[src/rtl/grp_disp_pkg.sv]
package grp_disp_pkg;
  localparam int CPPR_W = 8;
  localparam logic [CPPR_W-1:0] NSR_GRP   = 8'h82;
  localparam logic [CPPR_W-1:0] NSR_IDLE  = 8'h00;
  localparam logic [CPPR_W-1:0] CPPR_OPEN = 8'hFF;
endpackage

[src/rtl/grp_lowest_set.sv]
module grp_lowest_set #(
  parameter int W     = 8,
  localparam int IDX_W = $clog2(W)
) (
  input  logic [W-1:0]     vec_i,
  output logic             found_o,
  output logic [IDX_W-1:0] idx_o
);
  always_comb begin
    found_o = 1'b0;
    idx_o   = '0;
    for (int i = W - 1; i >= 0; i--) begin
      if (vec_i[i]) begin
        found_o = 1'b1;
        idx_o   = IDX_W'(i);
      end
    end
  end
endmodule

[src/rtl/grp_thread_ctx.sv]
module grp_thread_ctx
  import grp_disp_pkg::*;
#(
  parameter int PRIO_W = 3
) (
  input  logic              clk_i,
  input  logic              rst_ni,
  input  logic              present_i,
  input  logic [PRIO_W-1:0] present_prio_i,
  input  logic              ack_i,
  input  logic              cppr_we_i,
  input  logic [CPPR_W-1:0] cppr_wdata_i,
  output logic              pend_o,
  output logic [CPPR_W-1:0] cppr_o,
  output logic [CPPR_W-1:0] nsr_o
);
  logic              pend_q;
  logic [PRIO_W-1:0] pprio_q;
  logic [CPPR_W-1:0] cppr_q;

  always_ff @(posedge clk_i or negedge rst_ni) begin
    if (!rst_ni) begin
      pend_q  <= 1'b0;
      pprio_q <= '0;
      cppr_q  <= CPPR_OPEN;
    end else begin
      // ack outranks a same-cycle priority write
      if (ack_i && pend_q) begin
        pend_q <= 1'b0;
        cppr_q <= CPPR_W'(pprio_q);
      end else if (cppr_we_i) begin
        cppr_q <= cppr_wdata_i;
      end
      // present_i is only raised for a thread with no pending interrupt
      if (present_i) begin
        pend_q  <= 1'b1;
        pprio_q <= present_prio_i;
      end
    end
  end

  assign pend_o = pend_q;
  assign cppr_o = cppr_q;
  assign nsr_o  = pend_q ? NSR_GRP : NSR_IDLE;
endmodule

[src/rtl/grp_irq_dispatch.sv]
module grp_irq_dispatch
  import grp_disp_pkg::*;
#(
  parameter int               N_THR   = 4,
  parameter int               PRIO_W  = 3,
  parameter int               TAG_W   = 4,
  parameter logic [TAG_W-1:0] GRP_TAG = 4'h5
) (
  input  logic                          clk_i,
  input  logic                          rst_ni,
  input  logic                          irq_valid_i,
  input  logic [PRIO_W-1:0]             irq_prio_i,
  input  logic [TAG_W-1:0]              irq_tag_i,
  input  logic [N_THR-1:0]              cppr_we_i,
  input  logic [N_THR-1:0][CPPR_W-1:0]  cppr_wdata_i,
  input  logic [N_THR-1:0]              ack_i,
  output logic [N_THR-1:0][CPPR_W-1:0]  nsr_o,
  output logic [N_THR-1:0][CPPR_W-1:0]  cppr_o,
  output logic [N_THR-1:0][CPPR_W-1:0]  lsmfb_o
);
  localparam int NPRIO  = 1 << PRIO_W;
  localparam int TIDX_W = $clog2(N_THR);

  logic [NPRIO-1:0]  backlog_q, backlog_d;
  logic              bl_found;
  logic [PRIO_W-1:0] bl_idx;
  logic              req_hit, use_new, cand_valid, dispatch;
  logic [PRIO_W-1:0] cand_prio;
  logic [N_THR-1:0]  pend, elig, present;
  logic              any_elig;
  logic [TIDX_W-1:0] pick_idx;

  grp_lowest_set #(.W(NPRIO)) u_bl_enc (
    .vec_i   (backlog_q),
    .found_o (bl_found),
    .idx_o   (bl_idx)
  );

  assign req_hit    = irq_valid_i && (irq_tag_i == GRP_TAG);
  // fresh request competes with the best parked level; ties go to the fresh one
  assign use_new    = req_hit && (!bl_found || (irq_prio_i <= bl_idx));
  assign cand_valid = req_hit || bl_found;
  assign cand_prio  = use_new ? irq_prio_i : bl_idx;

  grp_lowest_set #(.W(N_THR)) u_pick (
    .vec_i   (elig),
    .found_o (any_elig),
    .idx_o   (pick_idx)
  );

  assign dispatch = cand_valid && any_elig;

  generate
    for (genvar t = 0; t < N_THR; t++) begin : g_thr
      assign elig[t]    = !pend[t] && (cppr_o[t] > CPPR_W'(cand_prio));
      assign present[t] = dispatch && (pick_idx == TIDX_W'(t));

      grp_thread_ctx #(.PRIO_W(PRIO_W)) u_ctx (
        .clk_i          (clk_i),
        .rst_ni         (rst_ni),
        .present_i      (present[t]),
        .present_prio_i (cand_prio),
        .ack_i          (ack_i[t]),
        .cppr_we_i      (cppr_we_i[t]),
        .cppr_wdata_i   (cppr_wdata_i[t]),
        .pend_o         (pend[t]),
        .cppr_o         (cppr_o[t]),
        .nsr_o          (nsr_o[t])
      );

      assign lsmfb_o[t] = bl_found ? CPPR_W'(bl_idx) : CPPR_OPEN;
    end
  endgenerate

  always_comb begin
    backlog_d = backlog_q;
    if (req_hit && !(use_new && any_elig)) backlog_d[irq_prio_i] = 1'b1;
    if (!use_new && bl_found && any_elig)  backlog_d[bl_idx]     = 1'b0;
  end

  always_ff @(posedge clk_i or negedge rst_ni) begin
    if (!rst_ni) backlog_q <= '0;
    else         backlog_q <= backlog_d;
  end
endmodule

[config.mk]
export PLATFORM = sky130hd
export DESIGN_NAME = grp_irq_dispatch
export DESIGN_NICKNAME = d
export VERILOG_FILES = /design/src/rtl/grp_disp_pkg.sv /design/src/rtl/grp_lowest_set.sv /design/src/rtl/grp_thread_ctx.sv /design/src/rtl/grp_irq_dispatch.sv
export SDC_FILE = /design/constraint.sdc
export NUM_CORES = 1
export LEC_CHECK = 0
export ABC_AREA = 1
export BUFFER_PORTS_ARGS = -buffer_cell sky130_fd_sc_hd__clkbuf_2
export CORE_MARGIN = 2
export CORE_UTILIZATION = 33
export CTS_CLUSTER_SIZE = 25
export DETAILED_ROUTE_END_ITERATION = 8
export GPL_ROUTABILITY_DRIVEN = 0
export PLACE_DENSITY = 0.68
export SLEW_MARGIN = 20
export SYNTH_ARGS = -nofsm -noshare
export SYNTH_HDL_FRONTEND = slang
export SYNTH_SLANG_ARGS = --single-unit
[constraint.sdc]
create_clock -name clk_i -period 6.3 [get_ports clk_i]
set_input_delay 0.945 -clock clk_i [delete_from_list [all_inputs] [get_ports clk_i]]
set_output_delay 0.945 -clock clk_i [all_outputs]
set_load 0.03 [all_outputs]
==> impl_summary.txt <==
----------------------------------------------------
[Run status]
  Status ... finished clean

[Clock tree]
  Clk_lat worst skew ... 0.32 ns
  Clock slew seen by the registers of the worst setup and hold paths ... 0.11 ns
  Buffers inserted by post-CTS timing repair ... 0
  H-tree depth reported by CTS ... 2
  Clock buffer depth ... 2
  Clock sinks ... 56
  Number of hold-repair buffers added at the cts stage ... 0
  Number of gates given a new drive strength after cts ... 0
  Root buffer selected by CTS ... sky130_fd_sc_hd__clkbuf_8
  CTS tree ... built
  Cts bufs inserted ... 5

[Setup path]
  Worst setup path startpoint ... backlog_q[2]
  Max stage delay on crit path ... 0.37 ns
  Largest fanout on the critical path ... 8
  Endpoint kind of the worst setup timing path ... flop
  FF-to-FF setup slack ... 2.34 ns
  Kind of launch point of the worst setup path ... flop
  Reg-to-reg startpoint ... backlog_q[2]
  Data arrival time at the worst-slack endpoint ... 4.21 ns
  Path type of the worst setup path ... flop to flop
  Slowest stage cell, crit path ... sky130_fd_sc_hd__dfrtp_1
  Data required time at the worst endpoint ... 6.55 ns
  Reg2Reg Depth ... 26
  Worst flop-to-flop path endpoint ... backlog_q[5]

[STA]
  Share of the clock period used by the worst path after layout ... 0.629
  Slew headroom ... 0.491
  Transition at the pin with the smallest max-transition slack ... 0.757 ns
  Minimum period implied by the final worst setup slack ... 3.96 ns
  Highest clock frequency the design can meet ... 253 MHz
  Number of setup violations in the final report ... 0
  Worst Clk Skew ... 0.00942 ns
  Count of endpoints failing hold in the final timing report ... 0
  Max-slew violation count ... 0
  Unrepaired setup endpoints after global routing ... no
  Total negative slack ... 0 ns

[Die]
  Die height ... 109 um
  Core footprint ... 10,800 um^2
  I/O pin count ... 146
  Starting density of the core ... 0.338
  Die extent in x ... 109 um
  Die ar. ... 12,000 um^2
  Number of core rows ... 38

[Routing]
  Total met3 wirelength after detailed routing ... 656 um
  Met2 wirelength from detailed routing ... 4170 um
  Vias ... 3,266
  Pre-antenna DRT Iters ... 6
  Detailed router's first-iteration violation count ... 123
  WL met1 ... 3580 um
  Wire length reported by the detailed router ... 8630 um
  Average routed wire per standard cell ... 12.5 um
  Via-per-instance ratio ... 4.73
  DR top layer ... met4
  Final antenna-violating net count ... 0
  DRC violations left ... 0

[Logic synthesis]
  Number of synthesized flops with an enable pin ... 0
  Synth area leader ... sky130_fd_sc_hd__dfstp_2
  Most common cell in the netlist ... sky130_fd_sc_hd__nor2_1
  Async S/R FF share, synth ... 1.00
  Post-synth top area share ... 0.230
  Synth top area cells ... sky130_fd_sc_hd__dfstp_2 (23%), sky130_fd_sc_hd__dfrtp_1 (16%), sky130_fd_sc_hd__buf_4 (12%), sky130_fd_sc_hd__nand3_1 (7.5%), sky130_fd_sc_hd__nor2_1 (6.4%)
  Leading post-synthesis cells by instance count ... sky130_fd_sc_hd__nor2_1 (62), sky130_fd_sc_hd__buf_4 (60), sky130_fd_sc_hd__nand2_1 (57)
  Total standard cell area after synthesis ... 3660 um^2
  Number of synthesized register bits ... 56
  Distinct cell type count of the synthesized netlist ... 28
  Per-instance average area after synthesis ... 7.94 um^2
  Seq/Total Area, Yosys ... 0.394
  Number of cells produced by synthesis ... 461
  Ys flop type ... sky130_fd_sc_hd__dfstp_2
  Synthesis Warnings ... 0

[GRT]
  GRT Total Usage ... 0.148
  Wire length of the first global-routing pass ... 14,000 um
  Overflow left after global routing ... 0
  Initial antenna violation count ... 1
  Pin count of the biggest net entering global routing ... 57
  Vias in the first global route ... 2,983

[Layout]
  # fillers ... 1,138
  Number of nets in the finished design ... 610
  Layout cell share with drive strength beyond 1 ... 0.355
  Area grow syn2layout ... 13.6%

[Worst hold path]
  Worst hold path class ... flop to flop
  Hold Path Depth ... 2
  Hold path startpoint ... g_thr[0].u_ctx.pprio_q[2]
  Worst Hold Path EP ... g_thr[0].u_ctx.pprio_q[2]

[Placed design]
  Detailed placement HPWL ... 6870 um
  Number of buffer cells added on primary ports ... 121

[Flow run]
  Number of max-cap violations ... 0

----------------------------------------------------
[state kept, by name, indices dropped and copies added (netlist names)]
name	flops
g_thr.u_ctx.cppr_o	32
g_thr.u_ctx.pprio_q	12
backlog_q	8
g_thr.u_ctx.pend_o	4
[placed cells by master (no fill, tap or decap)]
master                       Yosys  layout
sky130_fd_sc_hd__o211ai_1        8       8
sky130_fd_sc_hd__nor2_2          2       2
sky130_fd_sc_hd__dfstp_2        32      32
sky130_fd_sc_hd__a21oi_1        11      11
sky130_fd_sc_hd__clkbuf_8        0       5
sky130_fd_sc_hd__nor4_1          4       4
sky130_fd_sc_hd__inv_1          47      47
sky130_fd_sc_hd__buf_4          60       2
sky130_fd_sc_hd__nor2_1         62      62
sky130_fd_sc_hd__nand3_2         7       7
sky130_fd_sc_hd__clkbuf_2        0     121
sky130_fd_sc_hd__nand3_1        55      55
sky130_fd_sc_hd__o21ai_4         1       1
sky130_fd_sc_hd__conb_1          1      24
sky130_fd_sc_hd__dfrtp_1        24      24
sky130_fd_sc_hd__nor3_1         12      12
sky130_fd_sc_hd__ha_1           11      11
sky130_fd_sc_hd__o21ai_1        10      10
sky130_fd_sc_hd__inv_6           0       1
sky130_fd_sc_hd__nand2_2         6       6
sky130_fd_sc_hd__nor2_4          2       2
sky130_fd_sc_hd__diode_2         0       1
sky130_fd_sc_hd__nor4_4          1       1
sky130_fd_sc_hd__o21ai_0        28      28
sky130_fd_sc_hd__nand2_4         6       6
sky130_fd_sc_hd__nor3_4          1       1
sky130_fd_sc_hd__clkinvlp_4      0       1
sky130_fd_sc_hd__nand2_1        57      57
sky130_fd_sc_hd__nand4_1         2       2
sky130_fd_sc_hd__inv_2           5       5
sky130_fd_sc_hd__clkinv_2        0       1
sky130_fd_sc_hd__nand3_4         1       1
[logic make-up after synthesis]
group	share of synthesized area
flip-flops	0.394
AO/OA/AOI/OAI	0.0878
buffers and inverters	0.184
AND/OR/NAND/NOR	0.296
adder cells (fa/ha/maj)	0.0376
other	0.00102
[worst max-delay path by stage]
stage / endpoint / cells past startpoint / slack (ns)
after global placement: backlog_q[6] / 16 / 2.31
after global routing: g_thr[3].u_ctx.pprio_q[0] / 27 / 1.94
final: backlog_q[5] / 26 / 2.34
after detailed placement: backlog_q[5] / 16 / 2.23
after CTS: backlog_q[5] / 26 / 2.31
after floorplan: g_thr[2].u_ctx.pprio_q[2] / 27 / 2.57
[routing by layer]
metal,vias up,track usage
met3,21,0.0308
met1,1496,0.185
met4,0,0.0579
li1,1599,-
met2,150,0.248
met5,-,0
[worst max-delay path, delay by kind of cell (launching register included)]
kind	cells	cell delay (ns)
AO/OA/AOI/OAI	3	0.70
adder cells (fa/ha/maj)	2	0.62
buffers and inverters	5	0.66
flip-flops	1	0.37
AND/OR/NAND/NOR	16	1.51
[area by class of cell]
| class | instances | area (um^2) | area share |
|---|---|---|---|
| diodes | 1 | 2.50 | 0.000602 |
| clock buffers | 5 | 68.8 | 0.0165 |
| clock inverters | 3 | 21.3 | 0.00511 |
| inverters | 52 | 195 | 0.0469 |
| multi-input cells | 311 | 1630 | 0.393 |
| flip-flops and latches | 56 | 1440 | 0.347 |
| well taps | 140 | 175 | 0.0421 |
| repair buffers | 123 | 621 | 0.149 |
[through the flow]
step                hold WS (ns)  cell area [um^2]  setup WS [ns]  utilization  cells
CTS                        0.512              4160           2.31        0.383    690
finish                     0.506              4160           2.34        0.384    691
global placement           0.478              4070           2.31        0.375    682
floorplan                  0.454              3750           2.57            -    484
detailed placement         0.486              4070           2.23        0.375    682
global route               0.522              4160           1.94        0.384    691
Power is left out: the tool's default activity adds up to more than one toggle a clock period on the data nets, which glitch-free logic cannot reach.
